### src/rtl/ppg_pkg.sv
package ppg_pkg;
    typedef enum logic [1:0] {
        FF_HOLD   = 2'd0,
        FF_TOGGLE = 2'd1,
        FF_FORCE  = 2'd2
    } ppg_ff_act_e;
endpackage

### src/rtl/ppg_counter.sv
module ppg_counter #(
    parameter int CW = 8
) (
    input  logic          clk,
    input  logic          rst_n,
    input  logic          run,
    input  logic          tick,
    input  logic [CW-1:0] period_act,
    input  logic [CW-1:0] width_val,
    output logic          period_hit,
    output logic          width_hit,
    output logic          width_ok
);
    localparam logic [CW-1:0] ZERO = '0;

    typedef struct packed {
        logic [CW-1:0] cnt;
    } cnt_state_t;

    cnt_state_t st_d, st_q;
    logic [CW-1:0] cnt_inc;

    always_comb begin
        st_d       = st_q;
        cnt_inc    = st_q.cnt + 1'b1;
        period_hit = run && tick && (cnt_inc == period_act);
        width_hit  = run && tick && (cnt_inc == width_val);
        width_ok   = (width_val != ZERO) &&
                     ((period_act == ZERO) || (width_val < period_act));
        if (!run) begin
            st_d.cnt = ZERO;
        end else if (tick) begin
            st_d.cnt = period_hit ? ZERO : cnt_inc;
        end
    end

    always_ff @(posedge clk or negedge rst_n) begin
        if (!rst_n) st_q <= '0;
        else        st_q <= st_d;
    end

    AST_STOP_CLEARS: assert property (@(posedge clk) disable iff (!rst_n)
        !run |=> st_q.cnt == ZERO);
    AST_WRAP_ON_MATCH: assert property (@(posedge clk) disable iff (!rst_n)
        period_hit |=> st_q.cnt == ZERO);
endmodule

### src/rtl/ppg_period_reg.sv
module ppg_period_reg #(
    parameter int CW = 8
) (
    input  logic          clk,
    input  logic          rst_n,
    input  logic          run,
    input  logic          dbuf_en,
    input  logic          period_wr,
    input  logic [CW-1:0] period_val,
    input  logic          period_hit,
    output logic [CW-1:0] period_act
);
    typedef struct packed {
        logic [CW-1:0] stage;
        logic [CW-1:0] act;
    } per_state_t;

    per_state_t st_d, st_q;

    always_comb begin
        st_d = st_q;
        if (period_wr) begin
            st_d.stage = period_val;
        end
        if (period_wr && (!dbuf_en || !run)) begin
            st_d.act = period_val;
        end else if (dbuf_en && period_hit) begin
            st_d.act = st_q.stage;
        end
    end

    always_ff @(posedge clk or negedge rst_n) begin
        if (!rst_n) st_q <= '0;
        else        st_q <= st_d;
    end

    assign period_act = st_q.act;

    AST_DBUF_HOLD: assert property (@(posedge clk) disable iff (!rst_n)
        (run && dbuf_en && !period_hit) |=> $stable(st_q.act));
    AST_DIRECT_LOAD: assert property (@(posedge clk) disable iff (!rst_n)
        (period_wr && !dbuf_en) |=> st_q.act == $past(period_val));
endmodule

### src/rtl/ppg_out_ff.sv
module ppg_out_ff
    import ppg_pkg::*;
(
    input  logic clk,
    input  logic rst_n,
    input  logic ff_wr,
    input  logic ff_val,
    input  logic toggle,
    output logic level
);
    typedef struct packed {
        logic lvl;
    } ff_state_t;

    ff_state_t   st_d, st_q;
    ppg_ff_act_e act;

    always_comb begin
        st_d = st_q;
        if (ff_wr)       act = FF_FORCE;
        else if (toggle) act = FF_TOGGLE;
        else             act = FF_HOLD;
        case (act)
            FF_FORCE:  st_d.lvl = ff_val;
            FF_TOGGLE: st_d.lvl = !st_q.lvl;
            default:   st_d.lvl = st_q.lvl;
        endcase
    end

    always_ff @(posedge clk or negedge rst_n) begin
        if (!rst_n) st_q <= '0;
        else        st_q <= st_d;
    end

    assign level = st_q.lvl;

    AST_FORCE_WINS: assert property (@(posedge clk) disable iff (!rst_n)
        ff_wr |=> st_q.lvl == $past(ff_val));
endmodule

### src/rtl/ppg_timer.sv
module ppg_timer #(
    parameter int CW = 8
) (
    input  logic          clk,
    input  logic          rst_n,
    input  logic          tick,
    input  logic          run,
    input  logic          inv_en,
    input  logic          dbuf_en,
    input  logic [CW-1:0] width_val,
    input  logic [CW-1:0] period_val,
    input  logic          period_wr,
    input  logic          ff_wr,
    input  logic          ff_val,
    output logic          pulse_out
);
    logic [CW-1:0] period_act;
    logic          period_hit;
    logic          width_hit;
    logic          width_ok;
    logic          toggle;

    ppg_counter #(.CW(CW)) u_cnt (
        .clk        (clk),
        .rst_n      (rst_n),
        .run        (run),
        .tick       (tick),
        .period_act (period_act),
        .width_val  (width_val),
        .period_hit (period_hit),
        .width_hit  (width_hit),
        .width_ok   (width_ok)
    );

    ppg_period_reg #(.CW(CW)) u_per (
        .clk        (clk),
        .rst_n      (rst_n),
        .run        (run),
        .dbuf_en    (dbuf_en),
        .period_wr  (period_wr),
        .period_val (period_val),
        .period_hit (period_hit),
        .period_act (period_act)
    );

    always_comb begin
        toggle = inv_en && width_ok && (width_hit || period_hit);
    end

    ppg_out_ff u_ff (
        .clk    (clk),
        .rst_n  (rst_n),
        .ff_wr  (ff_wr),
        .ff_val (ff_val),
        .toggle (toggle),
        .level  (pulse_out)
    );

    AST_HOLD_NO_TICK: assert property (@(posedge clk) disable iff (!rst_n)
        (!tick && !ff_wr) |=> $stable(pulse_out));
    AST_NO_INV_HOLD: assert property (@(posedge clk) disable iff (!rst_n)
        (!inv_en && !ff_wr) |=> $stable(pulse_out));
    AST_BAD_WIDTH_HOLD: assert property (@(posedge clk) disable iff (!rst_n)
        (!width_ok && !ff_wr) |=> $stable(pulse_out));
endmodule

### config.mk
export PLATFORM = sky130hd
export DESIGN_NAME = ppg_timer
export DESIGN_NICKNAME = d
export VERILOG_FILES = /design/src/rtl/ppg_pkg.sv /design/src/rtl/ppg_counter.sv /design/src/rtl/ppg_period_reg.sv /design/src/rtl/ppg_out_ff.sv /design/src/rtl/ppg_timer.sv
export SDC_FILE = /design/constraint.sdc
export NUM_CORES = 1
export LEC_CHECK = 0
export ABC_AREA = 1
export CAP_MARGIN = 20
export CORE_ASPECT_RATIO = 0.75
export CORE_UTILIZATION = 46
export CTS_BUF_LIST = sky130_fd_sc_hd__clkbuf_4
export DETAILED_ROUTE_END_ITERATION = 7
export PLACE_DENSITY_LB_ADDON = 0.1
export SYNTH_ARGS = -nofsm -noshare
export SYNTH_HDL_FRONTEND = slang
export SYNTH_HIERARCHICAL = 1
export SYNTH_SLANG_ARGS = --single-unit
### constraint.sdc
create_clock -name clk -period 1.8 [get_ports clk]
set_input_delay 0.18 -clock clk [delete_from_list [all_inputs] [get_ports clk]]
set_output_delay 0.18 -clock clk [all_outputs]
set_load 0.005 [all_outputs]
Word-level counts from Yosys, hierarchy flattened
Index checks and enable logic that the tools add are counted.
{"block": "classes", "muxes": 8, "eq_ne": 5, "magnitude_cmp": 1, "addsub": 1, "n_reduce_logical": 18}
{"op": "$mux W8", "n": 5}
{"op": "$eq A8 B8 Y1", "n": 2}
{"op": "$add A8 B1 Y8 const B", "n": 1}
{"op": "$logic_and A1 B1 Y1", "n": 8}
{"op": "$logic_not A8 Y1", "n": 1}
{"op": "$lt A8 B8 Y1", "n": 1}
{"op": "$reduce_bool A8 Y1", "n": 1}
{"op": "$reduce_bool A2 Y1", "n": 2}
{"op": "$logic_not A1 Y1", "n": 3}
{"op": "$logic_or A1 B1 Y1", "n": 3}
{"op": "$eq A2 B1 Y1 const B", "n": 1}
{"op": "$eq A2 B2 Y1 const B", "n": 1}
{"op": "$mux W2", "n": 1}
{"op": "$ne A2 B2 Y1 const B", "n": 1}
{"op": "$pmux W1 S2", "n": 1}
{"op": "$mux W1", "n": 1}
{"block": "totals", "elab_cells": 37, "reg_bits": 25, "out_inout_bits": 1}

Longest topological paths before layout
Gate-level depths: netlist (run 1).
{"block": "depth", "word_depth": 9, "ltp_mapped": 17, "ltp_nobuf": 17}

Hierarchy
Netlist (run 1), hierarchy kept.
{"mod": "ppg_counter", "area_each_um2": 1002.2, "cells_per_inst": 168, "n_inst": 1}
{"mod": "ppg_period_reg", "area_each_um2": 953.4, "cells_per_inst": 97, "n_inst": 1}
{"mod": "ppg_out_ff", "area_each_um2": 60.1, "cells_per_inst": 9, "n_inst": 1}
{"mod": "ppg_timer", "area_each_um2": 11.3, "cells_per_inst": 3, "n_inst": 1}

Least setup slack after synthesis (run 1)
OpenSTA, ideal clock, no wires.
{"block": "synth_path", "path_type": "flip-flop to flip-flop", "start": "register u_cnt/st_q[1] in the netlist's numbering", "end": "register u_per.st_q, in the netlist u_per/period_act[5]", "stages_incl_launch_ff": 14, "required_ps": 1734, "path_slack_ps": -199, "arrival_ps": 1933, "n_path_buf": 1, "cell_sequence": "dfrtp_1 -> ha_1 -> xnor2_1 -> nand2_1 -> nor2_1 -> nand3_1 -> nor2_2 -> nand3_4 -> nor2_1 -> nand2_2 -> buf_6 -> nor2_4 -> nand2_2 -> nand3_2"}
{"block": "synth_via", "elab_chain_cells": 5}
{"item": "start, declared", "line": "ppg_counter.sv:20", "text": "cnt_state_t st_d, st_q;"}
{"item": "start signal, assigned", "line": "ppg_counter.sv:39", "text": "else st_q <= st_d;"}
{"item": "$add A8 B1 Y8", "line": "ppg_counter.sv:25", "text": "cnt_inc = st_q.cnt + 1'b1;"}
{"item": "$eq A8 B8 Y1", "line": "ppg_counter.sv:26", "text": "period_hit = run && tick && (cnt_inc == period_act);"}
{"item": "$logic_and A1 B1 Y1", "line": "ppg_counter.sv:26"}
{"item": "named net period_hit", "line": "ppg_timer.sv:18", "text": "logic period_hit;"}
{"item": "$logic_and A1 B1 Y1", "line": "ppg_period_reg.sv:27", "text": "end else if (dbuf_en && period_hit) begin"}
{"item": "$reduce_bool A2 Y1 (no line)"}
{"item": "end signal, assigned", "line": "ppg_period_reg.sv:34", "text": "else st_q <= st_d;"}
{"item": "end, declared", "line": "ppg_period_reg.sv:18", "text": "per_state_t st_d, st_q;"}
The timed path passes the listed nets, and every way through them passes these cells.
A chain may end at the register's enable or synchronous reset.

Worst setup path in the final report (run 1)
{"block": "layout_path", "start": "register u_cnt/st_q[0] in the netlist's numbering", "end": "register u_ff.st_q (netlist: u_ff/level)"}
{"block": "layout_via", "elab_chain_cells": 9, "word_cells_on_any_way": 13, "classes_between": "1 x add/sub; 4 x eq/ne; 3 x mux; 5 x reduce/logical"}
{"item": "$add A8 B1 Y8 (*)", "line": "ppg_counter.sv:25"}
{"item": "$eq A8 B8 Y1 (*)", "line": "ppg_counter.sv:27", "text": "width_hit = run && tick && (cnt_inc == width_val);"}
{"item": "$logic_and A1 B1 Y1 (*)", "line": "ppg_counter.sv:27"}
{"item": "named net width_hit", "line": "ppg_timer.sv:19", "text": "logic width_hit;"}
{"item": "$logic_or A1 B1 Y1 (*)", "line": "ppg_timer.sv:47", "text": "toggle = inv_en && width_ok && (width_hit || period_hit);"}
{"item": "$logic_and A1 B1 Y1 (*)", "line": "ppg_timer.sv:47"}
{"item": "named net toggle", "line": "ppg_timer.sv:21", "text": "logic toggle;"}
{"item": "$mux W1 (*)", "line": "ppg_out_ff.sv:21", "text": "else if (toggle) act = FF_TOGGLE;"}
{"item": "$mux W2 (*)", "line": "ppg_out_ff.sv:20", "text": "if (ff_wr) act = FF_FORCE;"}
{"item": "$eq A2 B1 Y1 or $eq A2 B2 Y1 (tied branches)", "line": "ppg_out_ff.sv:23", "text": "case (act)"}
{"item": "$pmux W1 S2 or $reduce_bool A2 Y1 (tied branches)"}
{"item": "end signal, assigned", "line": "ppg_out_ff.sv:32", "text": "else st_q <= st_d;"}
{"item": "end, declared", "line": "ppg_out_ff.sv:15", "text": "ff_state_t st_d, st_q;"}
Mark *: on every way through the listed nets, which the timed path passes. The rest lies on a longest branch.

==> impl.org, run 1 <==
** Status
- The flow ran to the end, but the final reports show violations.
- The checks that failed: negative setup slack.

** Worst setup path
- For flop-to-flop paths, the worst setup slack is -320 ps.
- The worst setup path is captured at a register.
- Worst-case reg-to-reg path depth :: 13
- In this run the critical register-to-register path is launched from u_cnt/st_q[0].
- Data on the critical path is required at its endpoint by 2080 ps.
- Reg-to-reg endpoint :: u_ff/level
- Along the worst path, the maximum fanout reaches 3.
- STA classifies the critical path startpoint as a register.
- Type of the worst setup path :: reg -> reg
- Worst endpoint data arrival time :: 2400 ps

** Pwr
- Static Leak :: 1.40 nW
- For this design the ratio of total power to cell area is 493 mW/mm^2.
- Worst IR drop on VDD :: 0.000309 V

** Clocking
- H-tree depth :: 1
- Bufs on Longest Clock Path :: 2
- Number of buffers created by CTS :: 3
- Clock network latency to the later pin of the worst-skew pair :: 330 ps
- For this design, the sink count on the clock tree is 25.
- The tree is rooted in a sky130_fd_sc_hd__clkbuf_4.
- TritonCTS built the clock tree.
- After clock tree synthesis, the clock-pin slew on the worst setup and hold paths is 150 ps.

** STA
- After layout, the worst setup slack is -324 ps.
- Derived from the worst setup path, the maximum achievable clock frequency is 471 MHz.
- Worst slew pin tran :: 476 ps
- Between clock sinks in the finished design, the worst skew comes to 5.92 ps.
- Unrepaired setup endpoints after global routing :: true
- In this run the tightest slew margin relative to its limit is 68.2%.
- The count of endpoints failing hold in the final timing report is 0.
- Setup violations remaining at the end of the flow were counted as 17.
- Post-layout minimum cycle time :: 2120 ps
- Period utilization :: 118%
- Final count of pins violating max slew :: 0

** GRT
- Pin count of the biggest net entering global routing :: 26
- The first global-routing pass estimated 8.65 mm of wire.
- The number of global-route vias before repair came to 1807.
- Initial antenna violation count :: 0
- Remaining global-route overflow :: 0
- Across every metal layer, demand over resource in global routing totals 24.2%.

** Floorplan
- In this run the vertical extent of the chip is 59.5 um.
- Measured along the x axis, the die boundary spans 78.7 um.
- Full die area :: 0.00468 mm^2
- Placeable core area :: 0.00413 mm^2
- 26 I/O pins were placed.
- Num rows :: 20
- Initial core utilization :: 49.1%

** Place
- Post-Place Cell Area :: 0.00256 mm^2
- RD Place Congestion :: 0.847
- Post-placement cell count :: 382
- Port bufs :: 25
- HPWL Detailed :: 3.84 mm

** Route
- Wires add up to 5.23 mm.
- After detailed routing, the average wire length per cell comes to 13.1 um.
- Summing over every cut layer, the via total after detailed routing is 1926.
- After detailed routing, the number of vias per cell comes to 4.84.
- The detailed router finished its first iteration with 139 violations.
- For this run, design rule violations remaining after detail routing come to 0.
- In this run the remaining antenna-violating nets after routing total 0.
- Before antenna repair, the detailed router went through 5 iterations.

** Cells and area
- The top cell types in the final layout, fill and taps aside, are sky130_fd_sc_hd__nand2_1 (74), sky130_fd_sc_hd__buf_4 (45), sky130_fd_sc_hd__inv_1 (30), sky130_fd_sc_hd__clkdlybuf4s50_1 (25), sky130_fd_sc_hd__nor2_1 (23).
- Most common cell after layout, fill and taps aside :: sky130_fd_sc_hd__nand2_1
- Cell area after layout :: 0.00279 mm^2
- Final standard cell utilization of the core :: 67.5%
- In the final layout, the share of cells above drive strength 1 is 32.7%.
- Counting the fill cells in the layout gives 356.
- Count of inserted antenna diode cells :: 0
- Area growth from synthesis to layout :: 37.5%
- Final instance count without filler cells :: 398
- Fin nets :: 377

** Logic synthesis
- Number of flip-flops and latches in the synthesized netlist :: 25
- After synthesis the cells add up to 0.00203 mm^2.
- Post-Synthesis Cells :: 277
- During synthesis, Yosys emitted a total of 6 warnings.
- Syn avg cell area :: 7.32 um^2
- Post-Syn Nets :: 310
- Summing the sequential cell areas from Yosys gives 30.9% of the chip area.
- Yosys cell types :: 34

** Flow run
- # Max-Cap Violations :: 0

** Worst hold path
- The tightest min-delay check is of the in -> async type.
==> power by group <==
part / internal, mW / switching, mW / total [mW]
Combinational: 0.233 / 0.234 / 0.467
Sequential: 0.605 / 0.0336 / 0.639
Clock: 0.0836 / 0.185 / 0.269
==> cell type report <==
class / instances / area, um^2 / share of cell area (%)
clock inverters: 1 / 5.00 / 0.180
repair buffers: 75 / 653 / 23.4
flip-flops and latches: 25 / 629 / 22.6
multi-input cells: 204 / 1240 / 44.7
inverters: 35 / 164 / 5.88
clock buffers: 3 / 22.5 / 0.808
well taps: 55 / 68.8 / 2.47
==> worst max-delay path, stage by stage, from the launching register on <==
cell and delay (ps):
sky130_fd_sc_hd__dfrtp_1 450, sky130_fd_sc_hd__buf_6 140, sky130_fd_sc_hd__nand4_1 150, sky130_fd_sc_hd__o21bai_1 230
sky130_fd_sc_hd__nand2_1 160, sky130_fd_sc_hd__buf_4 160, sky130_fd_sc_hd__xor2_1 130, sky130_fd_sc_hd__nor2_1 140
sky130_fd_sc_hd__nor2_1 60, sky130_fd_sc_hd__nor2_2 170, sky130_fd_sc_hd__inv_1 60, sky130_fd_sc_hd__nand2_1 50
sky130_fd_sc_hd__nand2_1 50, sky130_fd_sc_hd__a21oi_2 100
==> metal layers <==
| metal | routed length, um | track usage [%] |
|---|---|---|
| met5 | 0 | 0 |
| met4 | 32 | 4.50 |
| met3 | 218 | 3.85 |
| met2 | 2200 | 35.4 |
| met1 | 2770 | 37.4 |
==> repair_timing <==
action,in CTS,in global routing
gates resized for setup,20,6
hold buffers,0,0
pin swaps,12,4
setup endpoints to repair,9,17
gates cloned,1,0
buffers inserted,11,2
==> registers in the layout, summed over array words and instances, names as in the netlist <==
signal	count
u_cnt/st_q	8
u_ff/level	1
u_per/st_q	8
u_per/period_act	8
==> worst max-delay path by stage <==
stage / startpoint / to / slack, ps
floorplan: u_cnt/st_q[1] / u_ff/level / -110
global placement: run / u_ff/level / -430
detailed placement: run / u_ff/level / -380
CTS: u_cnt/st_q[0] / u_ff/level / -240
global route: u_cnt/st_q[1] / u_per/period_act[7] / -420
finish: u_cnt/st_q[0] / u_ff/level / -320
==> cell usage after synthesis (all sizes together) <==
cell type | n | area share (%)
nand2 | 85 | 17
nand3 | 39 | 14
nor2 | 37 | 8.3
inv | 32 | 5.9
dfrtp | 25 | 31
buf | 14 | 5.6
o21ai | 9 | 2.2
a21oi | 8 | 2.2
ha | 8 | 4.9
nand4 | 4 | 1.2
bufinv | 2 | 1.7
nor4 | 2 | 0.62
o21bai | 2 | 0.93
xnor2 | 2 | 0.86
xor2 | 2 | 0.86
a211oi | 1 | 0.37
clkinv | 1 | 0.19
nor3 | 1 | 0.25
nor3b | 1 | 0.37
o211ai | 1 | 0.37
or2 | 1 | 0.31
==> cell families (layout without fill, tap and decap cells) <==
kind of cell             Yosys count  count (layout)  share of synthesized area, %
XOR/XNOR                           4               4                          1.73
flip-flops                        25              25                          30.9
adder cells (fa/ha/maj)            8               8                          4.94
AO/OA/AOI/OAI                     21              21                          6.05
buffers and inverters             49             114                          13.5
AND/OR/NAND/NOR                  170             171                          43.0
==> metrics by stage <==
step	total power, mW	worst slack [ps]	hold slack [ps]	setup TNS, ps
after detailed placement	1.10	-383	496	-1850
after CTS	1.38	-239	202	-1890
after global placement	1.09	-430	493	-1560
final	1.37	-324	193	-2650
after floorplan	0.922	-112	-116	-872
after global routing	1.46	-417	207	-4420
Note: power is estimated with default switching activity, not from simulation.
==> run 2: changes to the inputs <==
GPL_TIMING_DRIVEN = 0   (was not set)
==> run 2 against run 1 <==
The flow still finishes with violations (negative setup slack). Power decreased by 1.5%. Hold slack improved by 7.5 ps. Maximum frequency increased by 4.8%. Combinational power decreased by 1%. Via count decreased by 4.8%. Register-to-register slack improved by 98 ps. First-iteration DRC count decreased by 21%. Clock power decreased by 5%. Sequential share of layout area increased by 1.9 points. Final cell count decreased by 6.8%. Largest power group unchanged.
==> impl.org, run 2 (synthesized netlist as in run 1, its figures left out) <==
** Status
- The run finished, with violations left.
- Violated checks :: negative setup slack

** Clocking
- H-tree depth :: 1 (unchanged)
- TritonCTS built the clock tree.
- The number of CTS-inserted buffers was 3 (unchanged).
- The later-pin clock latency in the skew report came to 320 ps (about the same).
- The TritonCTS sink count was 25 (unchanged).
- Reg clk slew, reported paths :: 140 ps (about the same)
- The number of buffers between clock root and the deepest sink is 2 (unchanged).
- The tree is rooted in a sky130_fd_sc_hd__clkbuf_4.

** Floorplan
- Num rows :: 20 (unchanged)
- The area inside the core boundary came to 0.00413 mm^2 (unchanged).
- The area enclosed by the die boundary came to 0.00468 mm^2 (unchanged).
- The boundary pin count is 26 (unchanged).
- Height of the die :: 59.5 um (unchanged)
- The x dimension of the die was 78.7 um (unchanged).
- The effective utilization at floorplan was 49.1% (unchanged).

** Worst hold path
- The path class of the tightest hold or removal check is in -> reg.
- The worst hold path was traced through 3 stages.

** STA
- The worst setup slack after layout came to -227 ps (+97.5 ps).
- Slew HR :: 60.0% (-8.2 points)
- Setup repair after global routing could not meet its margin everywhere.
- The count of endpoints failing hold in the final timing report was 0 (unchanged).
- The max-slew violation count came to 0 (unchanged).
- Setup TNS :: -1930 ps (+721 ps)
- The pin slew with the least headroom to its limit came to 599 ps (+123 ps).
- Fmax achieved :: 493 MHz (+4.8%)
- Setup-failing EPs final :: 9 (-8)
- The worst clock skew on the final layout was 1.93 ps (-3.99 ps).
- Period utilization :: 113% (-5.4 points)
- Post-layout minimum cycle time :: 2030 ps (-97.5 ps)

** Route
- The average via count per standard cell came to 4.94 (+2.2%).
- Via Count :: 1834 (-4.8%)
- The DRC violation count after routing was 0 (unchanged).
- The iteration count of the initial detailed-routing pass came to 4 (-1).
- The number of nets with antenna violations after routing was 0 (unchanged).
- Detailed router's first-iteration violation count :: 110 (-21%)
- Final wirelength :: 4.63 mm (-11%)
- Mean routed wirelength per cell :: 12.5 um (-5.0%)

** Cells and area
- Area growth from synthesis to layout :: 27.6%
- Highest-count cells in the layout ignoring fill and taps :: sky130_fd_sc_hd__nand2_1 (71), sky130_fd_sc_hd__nor2_1 (28), sky130_fd_sc_hd__inv_1 (27), sky130_fd_sc_hd__clkdlybuf4s50_1 (24)
- The proportion of layout cells with a drive suffix above 1 is 28.5% (-4.2 points).
- The antenna cell count was 0 (unchanged).
- The fraction of the core area covered by cells at the end of the flow is 62.6% (-4.9 points).
- The total number of nets in the final design was 350 (-7.2%).
- Most common cell after layout, fill and taps aside :: sky130_fd_sc_hd__nand2_1
- Final instance count without filler cells :: 371 (-6.8%)

** Place
- The cell count after placement is 357 (-6.5%).
- RD Place Congestion :: 0.821 (-3.1%)
- The count of input and output buffers is 24 (-4.0%).
- The post-placement worst setup slack is -604 ps (-221 ps).
- HPWL Detailed :: 3.52 mm (-8.3%)

** Worst setup path
- Cell-by-cell trace of the critical path :: buf_4 -> nand3_2 -> nand2_1 -> nand2_1 -> nand2_1 -> nand2_1 -> nand2_1 -> nor2_2 -> nand3_4 -> nor2_4 -> nand2_4 -> buf_12 -> nor2_4 -> nand2_2 -> nand3_2
- The number of cells on the worst reg-to-reg path was 15 (+2).
- CP endpoint :: u_per/period_act[6]
- The biggest cell delay along the critical path was 460 ps (about the same).
- Register-to-register setup slack :: -230 ps (+100 ps)
- Critical path fanouts, max :: 7 (+4)
- The data arrival time of the critical path is 2300 ps (-100 ps).
- Worst setup SP type :: register
- Reg-to-reg endpoint :: u_per/period_act[6]
- Critical path launch point :: u_cnt/st_q[1]
- Reg-to-reg startpoint :: u_cnt/st_q[1]
- Critical Path Slowest Stage Cell :: sky130_fd_sc_hd__dfrtp_2
- Counting stages on the worst path, the most repeated cell is sky130_fd_sc_hd__nand2_1.
- Data required time of the worst path :: 2070 ps (about the same)
- Type of the worst setup path :: reg -> reg
- The worst setup path is captured at a register.

** Pwr
- The total power draw is 1.35 mW (-1.5%).
- The ratio of total power to cell area was 524 mW/mm^2 (+6.2%).
- The worst voltage drop across the vdd grid came to 0.000436 V (+41%).
- The leakage power was 1.28 nW (-8.8%).

** Flow run
- # Max-Cap Violations :: 0 (unchanged)

** GRT
- Global routing usage summed across all routing layers :: 21.6% (-2.6 points)
- Wire length of the first global-routing pass :: 7.70 mm (-11%)
- The pin count of the biggest net entering global routing came to 15 (-42%).
- Initial antenna violation count :: 0 (unchanged)
- Via count of the first global-routing pass :: 1676 (-7.2%)
- The total overflow reported by the global router was 0 (unchanged).
run 2: cell count changes in the layout (fill, tap and decap cells not counted), sizes merged:
cell           before  now
buf                50   24
clkbuf              3    4
clkdlybuf4s50      25   24
nand2              86   85
run 2: worst max-delay path: cells and delay by family (launching register included):
family / cells / cell delay, ps
simple gates: 13 / 1210
flops: 1 / 460
buf+inv: 2 / 310
run 2: repair_timing:
action,CTS,global route
gates resized for setup,20,6
pin swaps,15,2
endpoints found under the setup margin,9,17
cloned,0,1
hold buffers,0,0
buffers inserted,9,4
run 2: metrics by stage:
step / cell area (um^2) / hold slack [ps]
floorplan: 2070 / -116
global placement: 2380 / 492
detailed placement: 2390 / 497
CTS: 2510 / 191
global route: 2590 / 179
finish: 2590 / 200
run 2: worst min path at each step:
stage	endpoint	start
floorplan	u_cnt/st_q[0]	rst_n
global placement	u_per/st_q[8]	u_per/st_q[8]
detailed placement	u_per/st_q[8]	u_per/st_q[8]
CTS	u_per/period_act[1]	period_wr
global route	u_per/period_act[0]	period_wr
finish	u_per/period_act[1]	period_wr
run 2: power breakdown:
group | switching (mW) | internal, mW
sequential | 0.0319 | 0.606
combinational | 0.229 | 0.231
clock | 0.173 | 0.0833
run 2: layer usage:
| layer | global-route usage [%] | up-vias | part of all wire (%) |
|---|---|---|---|
| met5 | 0 | - | 0 |
| met4 | 5.56 | 0 | 0.63 |
| met3 | 3.54 | 4 | 5.5 |
| met2 | 30.7 | 45 | 40 |
| met1 | 33.5 | 827 | 54 |
| li1 | - | 958 | - |
run 2: layout make-up:
class,instances,area (um^2)
clock inverters,1,5.00
multi-input cells,203,1220
repair buffers,38,370
inverters,35,163
well taps,55,68.8
flip-flops and latches,25,632
clock buffers,3,22.5
fillers,376,1540
plain buffers,11,106
